**src/rtl/i2c_txh_pkg.sv**
```systemverilog
package i2c_txh_pkg;
    typedef enum logic [1:0] {
        ST_IDLE   = 2'd0,
        ST_SLV_TX = 2'd1,
        ST_MST_TX = 2'd2,
        ST_HALT   = 2'd3
    } txh_state_e;
endpackage

```
**src/rtl/txh_hold_reg.sv**
```systemverilog
module txh_hold_reg #(
    parameter int DW = 8
) (
    input  logic          clk,
    input  logic          rst_n,
    input  logic          enable,
    input  logic          cpu_wr,
    input  logic [DW-1:0] cpu_wdata,
    input  logic          load,
    output logic [DW-1:0] shift_data,
    output logic          tx_empty
);
    logic [DW-1:0] hold_q;
    logic [DW-1:0] shift_q;
    logic          empty_q;
    logic          wr_ok;

    assign wr_ok = cpu_wr && enable;

    always_ff @(posedge clk or negedge rst_n) begin
        if (!rst_n) begin
            hold_q  <= '0;
            shift_q <= '0;
            empty_q <= 1'b0;
        end else begin
            if (load)  shift_q <= hold_q;
            if (wr_ok) hold_q  <= cpu_wdata;
            if (wr_ok)     empty_q <= 1'b0;
            else if (load) empty_q <= 1'b1;
        end
    end

    assign shift_data = shift_q;
    assign tx_empty   = empty_q;

    a_r8_set_on_load: assert property (@(posedge clk) disable iff (!rst_n)
        (load && !wr_ok) |=> tx_empty);
    a_r8_clear_on_write: assert property (@(posedge clk) disable iff (!rst_n)
        wr_ok |=> !tx_empty);
    a_r2_shift_gets_hold: assert property (@(posedge clk) disable iff (!rst_n)
        load |=> (shift_data == $past(hold_q)));
    a_r10_write_blocked: assert property (@(posedge clk) disable iff (!rst_n)
        (cpu_wr && !enable) |=> $stable(hold_q));
endmodule

```
**src/rtl/txh_handoff_fsm.sv**
```systemverilog
module txh_handoff_fsm
    import i2c_txh_pkg::*;
(
    input  logic clk,
    input  logic rst_n,
    input  logic enable,
    input  logic master_mode,
    input  logic dir_read,
    input  logic addr_match,
    input  logic addr_sent,
    input  logic byte_done,
    input  logic rx_ack,
    output logic load_o,
    output logic release_o,
    output logic stop_o
);
    txh_state_e st_q, st_d;
    logic mst_call, slv_call;

    assign mst_call = enable && master_mode && addr_sent;
    assign slv_call = enable && !master_mode && addr_match;

    always_ff @(posedge clk or negedge rst_n) begin
        if (!rst_n) st_q <= ST_IDLE;
        else        st_q <= st_d;
    end

    always_comb begin
        st_d = st_q;
        if (!enable) begin
            st_d = ST_IDLE;
        end else if (mst_call) begin
            if (dir_read)     st_d = ST_IDLE;
            else if (!rx_ack) st_d = ST_MST_TX;
            else              st_d = ST_HALT;
        end else if (slv_call) begin
            st_d = dir_read ? ST_SLV_TX : ST_IDLE;
        end else if (byte_done) begin
            unique case (st_q)
                ST_SLV_TX, ST_MST_TX: if (rx_ack) st_d = ST_HALT;
                ST_IDLE, ST_HALT:     st_d = st_q;
                default:              st_d = ST_IDLE;
            endcase
        end
    end

    always_comb begin
        load_o    = 1'b0;
        release_o = 1'b0;
        stop_o    = 1'b0;
        if (mst_call) begin
            if (!dir_read) begin
                if (!rx_ack) load_o = 1'b1;
                else         stop_o = 1'b1;
            end
        end else if (slv_call) begin
            load_o = dir_read;
        end else if (enable && byte_done) begin
            unique case (st_q)
                ST_SLV_TX: begin
                    load_o    = !rx_ack;
                    release_o = rx_ack;
                end
                ST_MST_TX: begin
                    load_o = !rx_ack;
                    stop_o = rx_ack;
                end
                ST_IDLE, ST_HALT: ;
                default: ;
            endcase
        end
    end

    a_r11_one_action: assert property (@(posedge clk) disable iff (!rst_n)
        $onehot0({load_o, release_o, stop_o}));
    a_r4_frozen_after_release: assert property (@(posedge clk) disable iff (!rst_n)
        release_o |=> (load_o -> (addr_match || addr_sent)));
    a_r7_frozen_after_stop: assert property (@(posedge clk) disable iff (!rst_n)
        stop_o |=> (load_o -> (addr_match || addr_sent)));
    a_r10_quiet_when_off: assert property (@(posedge clk) disable iff (!rst_n)
        !enable |-> !(load_o || release_o || stop_o));
    a_r11_release_slave_only: assert property (@(posedge clk) disable iff (!rst_n)
        release_o |-> !master_mode);
endmodule

```
**src/rtl/i2c_tx_handoff.sv**
```systemverilog
module i2c_tx_handoff #(
    parameter int DW = 8
) (
    input  logic          clk,
    input  logic          rst_n,
    input  logic          enable,
    input  logic          master_mode,
    input  logic          dir_read,
    input  logic          cpu_wr,
    input  logic [DW-1:0] cpu_wdata,
    input  logic          addr_match,
    input  logic          addr_sent,
    input  logic          byte_done,
    input  logic          rx_ack,
    output logic          load_strobe,
    output logic [DW-1:0] shift_data,
    output logic          release_sda,
    output logic          stop_req,
    output logic          tx_empty
);
    logic load_w;

    txh_handoff_fsm u_fsm (
        .clk        (clk),
        .rst_n      (rst_n),
        .enable     (enable),
        .master_mode(master_mode),
        .dir_read   (dir_read),
        .addr_match (addr_match),
        .addr_sent  (addr_sent),
        .byte_done  (byte_done),
        .rx_ack     (rx_ack),
        .load_o     (load_w),
        .release_o  (release_sda),
        .stop_o     (stop_req)
    );

    txh_hold_reg #(.DW(DW)) u_hold (
        .clk       (clk),
        .rst_n     (rst_n),
        .enable    (enable),
        .cpu_wr    (cpu_wr),
        .cpu_wdata (cpu_wdata),
        .load      (load_w),
        .shift_data(shift_data),
        .tx_empty  (tx_empty)
    );

    assign load_strobe = load_w;

    a_r9_refusal_no_set: assert property (@(posedge clk) disable iff (!rst_n)
        ((release_sda || stop_req) && !tx_empty) |=> !tx_empty);
endmodule

```
**config.mk**
```make
export PLATFORM = sky130hd
export DESIGN_NAME = i2c_tx_handoff
export DESIGN_NICKNAME = d
export VERILOG_FILES = /design/src/rtl/i2c_txh_pkg.sv /design/src/rtl/txh_hold_reg.sv /design/src/rtl/txh_handoff_fsm.sv /design/src/rtl/i2c_tx_handoff.sv
export SDC_FILE = /design/constraint.sdc
export NUM_CORES = 1
export LEC_CHECK = 0
export BUFFER_PORTS_ARGS = -buffer_cell sky130_fd_sc_hd__buf_4
export CORE_ASPECT_RATIO = 0.9
export CORE_MARGIN = 5
export CORE_UTILIZATION = 30
export DETAILED_ROUTE_END_ITERATION = 10
export GPL_TIMING_DRIVEN = 0
export RECOVER_POWER = 50
export REMOVE_ABC_BUFFERS = 1
export SLEW_MARGIN = 15
export SYNTH_ARGS = -nofsm -noshare
export SYNTH_HDL_FRONTEND = slang
export SYNTH_SLANG_ARGS = --single-unit
export TNS_END_PERCENT = 30
```
**constraint.sdc**
```tcl
create_clock -name clk -period 3.6 [get_ports clk]
set_input_delay 0.54 -clock clk [delete_from_list [all_inputs] [get_ports clk]]
set_output_delay 0.54 -clock clk [all_outputs]
set_load 0.02 [all_outputs]
```
; Word-level counts from Yosys, hierarchy flattened
; Cells that the tools add are included.
[op_classes]
n_eq_ne = 6
n_mux = 27
reduce_logical = 13
[ops]
columns = op, n
row1 = 1-bit two-way mux, 20
row2 = 2-bit two-way mux, 7
row3 = 1-bit logical AND, 6
row4 = "5-bit by 2-bit inequality test with 1-bit output, second input constant", 1
row5 = "2-bit equality test, second input constant", 2
row6 = "4-bit by 1-bit inequality test with 1-bit output, second input constant", 1
row7 = "4-bit by 2-bit inequality test with 1-bit output, second input constant", 1
row8 = 2-bit OR reduction, 2
row9 = 3-bit AND reduction, 1
row10 = "2-bit by 1-bit equality test with 1-bit output, second input constant", 1
row11 = 1-bit zero test, 2
row12 = 2-bit zero test, 1
row13 = 2-bit nonzero test, 1
[word_totals]
register_bits = 19
output_inout_bits = 12

; Depth between registers and ports, before layout
; Gate-level depths: netlist (run 1).
[logic_depth]
ltp_word = 8
mapped_depth = 6
ltp_nobuf = 6

; Cells and area by module
; A second synthesis (run 1) with hierarchy kept.
[unflattened]
hier_cells = 64
hier_area_um2 = 882.1
[by_module_without_submodules]
columns = module, instances, cells_per_inst, area_per_inst_um2, seq_area_each_um2
row1 = txh_hold_reg, 1, 36, 665.6, 425.4
row2 = txh_handoff_fsm, 1, 28, 216.5, 50.0

; Worst setup path before layout (run 1)
; Ideal clock, no wire load.
[synth_timing]
kind = register -> output
from = register u_fsm.st_q[0]
to = output port load_strobe
arrival_time_ns = 1.487
path_slack_ns = 1.573
stages_incl_launch_ff = 6
path_buffers = 0
cell_sequence = dfrtp_1 inv_1 ha_1 nor2_1 a21boi_4 o31ai_4
[synth_between]
elab_chain_len = 6
word_cells_on_any_way = 7
classes_between = eq/ne (2) / mux (4) / reduce/logical (1)
[synth_lines]
columns = item, line
row1 = "start, declared", txh_handoff_fsm.sv:17  ; txh_state_e st_q, st_d;
row2 = "start signal, assigned", txh_handoff_fsm.sv:25  ; else st_q <= st_d;
row3 = 2-bit by 1-bit equality test with 1-bit output / 2-bit equality test (equally long branches), txh_handoff_fsm.sv:59  ; unique case (st_q)
row4 = 2-bit OR reduction (no line) (*), --
row5 = 1-bit two-way mux (*), --
row6 = 1-bit two-way mux (*), txh_handoff_fsm.sv:58  ; end else if (enable && byte_done) begin
row7 = 1-bit two-way mux (*), txh_handoff_fsm.sv:56  ; end else if (slv_call) begin
row8 = 1-bit two-way mux (*), txh_handoff_fsm.sv:51  ; if (mst_call) begin
row9 = "end, declared", i2c_tx_handoff.sv:15  ; output logic load_strobe,
; Every way passes the cells marked *; elsewhere a longest branch is shown, timed or not.

; Final worst setup path (run 1)
; Ends and elaborated chain as after synthesis.

==> impl_metrics.json, run 1 <==
{
  "cts-root-buf": "clkbuf_4",
  "path_class": "reg2out",
  "hold_viol": 0,
  "nFillCells": 285,
  "antenna_left": 0,
  "power_density_nw_per_um2": 515.0,
  "dieArea_um2": 4111,
  "num_vias": 603,
  "viasPerCell": 4.434,
  "slew_headroom_pct": 35.44,
  "grt_max_degree": 20,
  "ys_seq_area_share_pct": 54.13,
  "reg2reg_from": "u_fsm.st_q[0]",
  "cts_hold_buf": 0,
  "place_congestion": 0.8131,
  "drtIter0Drc": 9,
  "routed_wl_um": 1767,
  "antennaDiodeCount": 0,
  "wl_per_cell_um": 12.99,
  "hpwl_um": 1317,
  "path_max_fanout": 10,
  "drive_gt1_share_pct": 54.17,
  "drv_cap": 0,
  "die_w_um": 67.04,
  "critPathArrivalTime_ns": 2.13,
  "grt_pass1_wl_um": 2863,
  "pre_cts_slack_ns": 1.225,
  "ios": 30,
  "cts-resized-gates": 0,
  "grt-ovfl-total": 0,
  "drt_first_pass_iters": 2,
  "syn-cell-area_um2": 878.3,
  "synth_area_per_cell_um2": 13.72,
  "grt_usage_pct": 9.190,
  "insertion_delay_ns": 0.29,
  "vdd.ir_drop.worst_mv": 0.2466,
  "placementRows": 18,
  "status": "completed",
  "worst_slack_ns": 0.9323,
  "hold_class": "in2async",
  "fin_crit_sh_pct": 74.10,
  "path_clk_slew_ns": 0.11,
  "drv_slew": 0,
  "grt_pass1_vias": 634,
  "cts_sinks": 19,
  "critPathLaunchType": "register",
  "core_um2": 2770,
  "layout_common_cells": "27 x buf_4, 19 x dfrtp_1, 17 x mux2_2, 5 x nand2_1",
  "place_area_um2": 1141,
  "die_h_um": 61.33,
  "synth_warnings": 0,
  "path_delay_family": "compound AO/OA/AOI/OAI gates",
  "cp_slowest_stage_delay_ns": 0.55,
  "start_util_pct": 31.71,
  "ys_seq_elements": 19,
  "path_buf_inv": 2,
  "critPathRequiredTime_ns": 3.06,
  "holdWs_ns": 0.3704,
  "tightest_slew_ns": 0.9684,
  "cp_slowest_cell": "o31ai_4",
  "antenna_found_initial": 0,
  "clock_path_buffers": 2,
  "io_buffers": 29,
  "worstSetupStartpoint": "u_fsm.st_q[0]",
  "final_core_util_pct": 41.87,
  "fin_area_um2": 1160,
  "cts-buffers-inserted": 3,
  "crit_chain": "inv_1 -> ha_1 -> nor2_1 -> a21boi_4 -> o31ai_4 -> buf_4",
  "fmax_mhz": 374.9,
  "area_growth_pct": 32.05,
  "rsz0062_at_grt": "no",
  "leakagePower_uw": 0.0005311,
  "period_minus_slack_ns": 2.668,
  "cts_tree": "done",
  "post-cts-setup-buffer-count": 0,
  "nets": 117,
  "final_common_cell": "buf_4",
  "skew_ns": 0.003235,
  "drc_errors": 0,
  "cts.htree.levels": 1,
  "synthCells": 64,
  "end_kind": "output pin",
  "finalSetupViolations": 0,
  "finalSetupTns_ns": 0,
  "synth.distinct_cells": 22
}
cell usage after synthesis:
library cell,instances,area (um^2)
and2_1,1,6.260
or2_2,1,6.260
mux2i_1,1,10.01
o21ai_0,1,5.000
nand2_1,5,18.77
nor3_1,1,5.000
dfrtp_1,19,475.5
inv_1,2,7.510
a21oi_1,1,5.000
and2_2,1,7.510
mux2_2,17,191.4
o31ai_4,1,21.27
a21boi_4,1,18.77
nor2_1,2,7.510
o21a_1,1,7.510
buf_2,1,5.000
o2bb2ai_1,2,17.52
nand2b_4,1,13.76
ha_1,2,25.02
nand3b_1,1,7.510
nand2b_1,1,6.260
or4b_1,1,10.01
per-layer routing:
layer | global-route usage [%] | part of all wire [%]
met1 | 12.27 | 47
met2 | 14.71 | 45
met5 | 0 | 0
met4 | 2.601 | 0
met3 | 2.555 | 7.6
path summary, 6_finish.rpt:
path / cells after the start / end / slack (ns)
max in group asynchronous: 1 / u_hold.shift_data[4] / 2.65
min: 1 / u_hold.tx_empty / 0.37
min in group clk: 2 / u_hold.hold_q[0] / 0.48
max: 6 / load_strobe / 0.93
min reg2reg: 1 / u_hold.shift_data[2] / 0.51
max reg2reg: 6 / u_hold.shift_data[3] / 1.50
layout make-up:
type | count | area, um^2 | share of cell area (%)
Sequential cell | 19 | 475.5 | 40.99
Inverter | 2 | 7.507 | 0.6473
Tap cell | 40 | 50.05 | 4.315
Timing Repair Buffer | 29 | 210.2 | 18.12
Clock buffer | 4 | 26.28 | 2.265
Multi-Input combinational cell | 42 | 390.4 | 33.66
power breakdown:
part           internal (uW)  leakage [uW]  switching [uW]  total, uW
Combinational            104      0.000288            96.0        200
Clock                   43.0     0.0000150            63.3        106
Sequential               263      0.000228            27.3        291
flip-flops by register name, indices dropped and copies added (netlist names):
signal,cells
u_hold.tx_empty,1
u_hold.shift_data,8
u_fsm.st_q,2
u_hold.hold_q,8
cell families after synthesis:
kind of cell    after synthesis  synth area share (%)
buf+inv                       3                 1.424
mux                          18                 22.93
flops                        19                 54.13
fa+ha+maj                     2                 2.849
simple gates                 15                 10.12
compound gates                7                 8.547
through the flow:
stage	total power (uW)	std cells
finish	597.3	136
global route	634.8	136
CTS	606.4	136
global placement	493.2	132
detailed placement	499.1	132
floorplan	402.7	63
(Power assumes the default switching activity.)
==> run 2, diff against run 1 <==
--- a/config.mk
+++ b/config.mk
@@ -5,6 +5,7 @@
 export SDC_FILE = /design/constraint.sdc
 export NUM_CORES = 1
 export LEC_CHECK = 0
+export ABC_AREA = 1
 export BUFFER_PORTS_ARGS = -buffer_cell sky130_fd_sc_hd__buf_4
 export CORE_ASPECT_RATIO = 0.9
 export CORE_MARGIN = 5
==> constraint.sdc (replaced) <==
create_clock -name clk -period 2.3 [get_ports clk]
set_input_delay 0.345 -clock clk [delete_from_list [all_inputs] [get_ports clk]]
set_output_delay 0.345 -clock clk [all_outputs]
set_load 0.02 [all_outputs]
==> impl_metrics.json, run 2 <==
{
  "cp_slowest_stage_delay_ns": 0.39,
  "finalSetupViolations": 0,
  "hold_class": "in2reg",
  "cts_tree": "done",
  "synth-main-ff-cell": "dfrtp_1",
  "synthCells": 94,
  "grt_usage_pct": 9.981,
  "vdd.ir_drop.worst_mv": 0.3104,
  "async_flop_share_pct": 100.0,
  "synth-edff-count": 0,
  "status": "completed",
  "r2r_cells": 9,
  "io_buffers": 29,
  "pre_cts_slack_ns": 0.4986,
  "synth.area.top_cells": "dfrtp_1 54%, nand2_1 14%, mux2_2 10%",
  "worstSetupStartpoint": "u_fsm.st_q[0]",
  "skew_ns": 0.002889,
  "wl_per_cell_um": 11.40,
  "finalSetupTns_ns": 0,
  "end_kind": "output pin",
  "hpwl_um": 1509,
  "reg2reg_from": "u_fsm.st_q[0]",
  "grt_max_degree": 20,
  "die_h_um": 61.52,
  "dieArea_um2": 4136,
  "nets": 149,
  "cts.htree.levels": 1,
  "power_uw": 883.0,
  "tightest_slew_ns": 1.010,
  "rsz0062_at_grt": "no",
  "synth_area_per_cell_um2": 9.411,
  "drc_errors": 0,
  "critPathArrivalTime_ns": 1.77,
  "r2r-end": "u_hold.shift_data[1]",
  "path_max_fanout": 10,
  "num_vias": 734,
  "yosys-top-cells-count": "32 x nand2_1, 19 x dfrtp_1, 14 x nand3_1, 8 x inv_1, 8 x mux2_2",
  "drv_cap": 0,
  "place_area_um2": 1152,
  "yosys.cell_count.top_type": "nand2_1",
  "ios": 30,
  "drv_slew": 0,
  "cp_slowest_cell": "dfrtp_1",
  "period_minus_slack_ns": 2.116,
  "hold_viol": 0,
  "path_class": "reg2out",
  "leakagePower_uw": 0.0006269,
  "path_buf_inv": 3,
  "clock_path_buffers": 2,
  "place_congestion": 0.6977,
  "grt_pass1_wl_um": 3077,
  "insertion_delay_ns": 0.30,
  "synth_top_cell_area_share_pct": 53.75,
  "fin_area_um2": 1182,
  "cts-resized-gates": 0,
  "path_clk_slew_ns": 0.11,
  "critPathLaunchType": "register",
  "crit_cells": 8,
  "worst_slack_ns": 0.1839,
  "endpoint": "load_strobe",
  "placementRows": 18,
  "drive_gt1_share_pct": 34.38,
  "critPathRequiredTime_ns": 1.96,
  "grt-ovfl-total": 0,
  "cts-buffers-inserted": 3,
  "routed_wl_um": 1915,
  "final_common_cell": "nand2_1",
  "antennaDiodeCount": 0,
  "r2r_slack_ns": 0.79,
  "path_delay_family": "flip-flops",
  "fmax_mhz": 472.6,
  "antenna_found_initial": 0,
  "ys_seq_area_share_pct": 53.75,
  "ys_seq_elements": 19,
  "antenna_left": 0,
  "cts_sinks": 19,
  "power_density_nw_per_um2": 746.8,
  "crit_chain": "inv_1 -> ha_1 -> inv_1 -> nand2_1 -> o21ai_1 -> nand2_4 -> nand2_4 -> buf_4",
  "core_um2": 2793,
  "synth.largest_area_cell": "dfrtp_1",
  "fin_crit_sh_pct": 92.00,
  "drt_first_pass_iters": 4,
  "synth_warnings": 0,
  "synth.distinct_cells": 15,
  "syn-cell-area_um2": 884.6,
  "slew_headroom_pct": 32.64,
  "area_growth_pct": 33.66,
  "layout_common_cells": "32 x nand2_1, 27 x buf_4, 19 x dfrtp_1, 14 x nand3_1",
  "grt_pass1_vias": 724,
  "drtIter0Drc": 16,
  "viasPerCell": 4.369,
  "start_util_pct": 31.68,
  "die_w_um": 67.24,
  "cts-root-buf": "clkbuf_4"
}
-- run 2: cell count changes in the layout (fill, tap and decap cells not counted), sizes merged, moves of 2 or more --
cell and delta:
nand2b -2, nand2 +30, o2bb2ai -2, inv +6
mux2 -9, nand3 +15
-- run 2: per-layer routing --
metal	routed length, um	global-route usage [%]	vias to the layer above	share of wire, %
met5	0	0	-	0
met3	87	3.832	0	4.5
li1	-	-	372	-
met4	0	2.023	0	0
met1	791	11.61	348	41
met2	1036	17.65	14	54
-- run 2: how the worst min path moves through the flow --
stage | start | endpoint | slack [ns] | cells past startpoint
floorplan | rst_n | u_fsm.st_q[0] | 0.05 | 0
global placement | rst_n | u_hold.shift_data[7] | 0.23 | 1
detailed placement | rst_n | u_hold.shift_data[2] | 0.23 | 1
CTS | cpu_wdata[4] | u_hold.hold_q[4] | 0.26 | 2
global route | cpu_wdata[3] | u_hold.hold_q[3] | 0.25 | 2
finish | cpu_wdata[4] | u_hold.hold_q[4] | 0.27 | 2
-- run 2: through the flow --
stage,cells,hold slack [ns],util [%]
after CTS,168,0.2633,42.61
after floorplan,94,0.04941,-
after detailed placement,163,0.2310,41.26
final,168,0.2708,42.34
after global routing,168,0.2517,42.34
after global placement,163,0.2290,41.26
-- run 2: repair_timing --
action | CTS | global route
setup buffers | 0 | 0
hold endpoints to repair | 19 | 0
hold buffers | 1 | 0
-- run 2: report_power, final --
group | internal (uW) | switching (uW) | total (uW)
sequential | 402 | 37.5 | 439
combinational | 128 | 148 | 276
clock | 64.8 | 103 | 168
total | 594 | 289 | 883
-- run 2: cell type report --
cell class	count	area [um^2]
repair buffers	30	220.2
flip-flops and latches	19	475.5
inverters	8	30.03
clock buffers	3	22.52
well taps	40	50.05
clock inverters	1	5.005
fillers	299	1610
multi-input cells	67	379.1
-- run 2: cell families after synthesis --
kind of cell	Yosys count	share of synthesized area, %
AO/OA/AOI/OAI	2	1.130
multiplexers	8	10.18
flip-flops	19	53.75
buffers and inverters	8	3.395
AND/OR/NAND/NOR	55	28.71
adder cells (fa/ha/maj)	2	2.828
-- run 2: worst reg2reg max path: cells and delay by family (launching register included) --
kind            cells  cell delay [ns]
flops               1             0.39
compound gates      1             0.20
fa+ha+maj           1             0.28
simple gates        5             0.45
buf+inv             2             0.13
==> run 3, diff against run 2 <==
--- a/config.mk
+++ b/config.mk
@@ -11,7 +11,6 @@
 export CORE_MARGIN = 5
 export CORE_UTILIZATION = 30
 export DETAILED_ROUTE_END_ITERATION = 10
-export GPL_TIMING_DRIVEN = 0
 export RECOVER_POWER = 50
 export REMOVE_ABC_BUFFERS = 1
 export SLEW_MARGIN = 15
==> impl_metrics.json, run 3 (synthesis gave the netlist of run 2 again) <==
{
  "fmax_mhz": 475.8,
  "finalSetupViolations": 0,
  "layout_common_cells": "32 x nand2_1, 27 x buf_4, 19 x dfrtp_1, 14 x nand3_1",
  "insertion_delay_ns": 0.29,
  "period_minus_slack_ns": 2.102,
  "path_buf_inv": 3,
  "drc_errors": 0,
  "vdd.ir_drop.worst_mv": 0.2801,
  "hold_viol": 0,
  "r2r_cells": 9,
  "area_growth_pct": 33.66,
  "viasPerCell": 4.476,
  "rsz0062_at_grt": "no",
  "antenna_left": 0,
  "min_path_cells": 2,
  "grt_usage_pct": 9.887,
  "place_congestion": 0.7677,
  "ios": 30,
  "leakagePower_uw": 0.0006269,
  "multiInputGateArea_um2": 379.1,
  "grt-ovfl-total": 0,
  "nFillCells": 300,
  "critPathArrivalTime_ns": 1.76,
  "path_class": "reg2out",
  "critPathLaunchType": "register",
  "routed_wl_um": 1937,
  "crit_chain": "inv_1 -> ha_1 -> inv_1 -> nand2_1 -> o21ai_1 -> nand2_4 -> nand2_4 -> buf_4",
  "core_um2": 2793,
  "cts-resized-gates": 0,
  "ff_latch_area_um2": 475.5,
  "drt_first_pass_iters": 4,
  "hpwl_um": 1559,
  "cts_tree": "done",
  "cts.htree.levels": 1,
  "skew_ns": 0.003200,
  "drive_gt1_share_pct": 34.38,
  "finalSetupTns_ns": 0,
  "die_w_um": 67.24,
  "cts-buffers-inserted": 3,
  "power_density_nw_per_um2": 747.6,
  "dieArea_um2": 4136,
  "critPathRequiredTime_ns": 1.96,
  "crit_cells": 8,
  "grt_pass1_vias": 668,
  "io_buffers": 29,
  "cts_sinks": 19,
  "hold_class": "in2reg",
  "pre_cts_slack_ns": 0.5378,
  "status": "completed",
  "start_util_pct": 31.68,
  "slew_headroom_pct": 33.45,
  "drtIter0Drc": 29,
  "grt_max_degree": 20,
  "path_clk_slew_ns": 0.10,
  "cp_slowest_cell": "dfrtp_1",
  "antenna_found_initial": 0,
  "fin_crit_sh_pct": 91.38,
  "clock_path_buffers": 2,
  "drv_slew": 0,
  "num_vias": 752,
  "end_kind": "output pin",
  "final_common_cell": "nand2_1",
  "tightest_slew_ns": 0.9982,
  "cp_slowest_stage_delay_ns": 0.39,
  "grt_pass1_wl_um": 3091,
  "path_delay_family": "flip-flops",
  "die_h_um": 61.52,
  "worst_slack_ns": 0.1984,
  "placementRows": 18,
  "antennaDiodeCount": 0,
  "drv_cap": 0,
  "path_max_fanout": 10,
  "cts-root-buf": "clkbuf_4",
  "wl_per_cell_um": 11.53,
  "nets": 149
}
==> run 3: per-stage QoR <==
step | total power [uW] | std cells | util, % | hold WS [ns] | cell area, um^2
floorplan | 594.0 | 94 | - | 0.04941 | 884.6
global placement | 726.7 | 163 | 41.26 | 0.2271 | 1152
detailed placement | 732.2 | 163 | 41.26 | 0.2292 | 1152
CTS | 897.0 | 168 | 42.61 | 0.2639 | 1190
global route | 940.6 | 168 | 42.34 | 0.2508 | 1182
finish | 884.0 | 168 | 42.34 | 0.2744 | 1182
==> run 3: path summary, 6_finish.rpt <==
kind / startpoint / endpoint / slack (ns)
setup / recovery: u_fsm.st_q[0] / load_strobe / 0.20
hold / removal: cpu_wdata[3] / u_hold.hold_q[3] / 0.27
setup reg to reg: u_fsm.st_q[0] / u_hold.shift_data[6] / 0.81
hold reg to reg: u_hold.hold_q[2] / u_hold.shift_data[2] / 0.48
max in group asynchronous: rst_n / u_hold.tx_empty / 0.98
min in group asynchronous: rst_n / u_hold.hold_q[6] / 0.73
==> run 3: routing by layer <==
layer | vias up | GRT usage (%) | wire, um
met5 | - | 0 | 0
met4 | 0 | 2.601 | 0
met3 | 0 | 3.102 | 110
met2 | 25 | 15.27 | 952
met1 | 353 | 13.51 | 874
li1 | 374 | - | -
==> run 3: layout make-up <==
type	count	area share, %
sequential	19	40.21
clock buffer	3	1.905
tap	40	4.233
multi-input combinational	67	32.06
inverter	8	2.540
clock inverter	1	0.4233
timing repair buffer	30	18.62
==> run 3: timing repair <==
action,CTS,global route
hold buffers,1,0
endpoints found under the hold margin,19,0
setup buffers,0,0
==> run 3: power by group <==
| group | total, uW | switching [uW] | internal, uW |
|---|---|---|---|
| logic | 277 | 150 | 128 |
| clock network | 163 | 97.9 | 64.7 |
| registers | 444 | 42.1 | 402 |
| total | 884 | 290 | 594 |
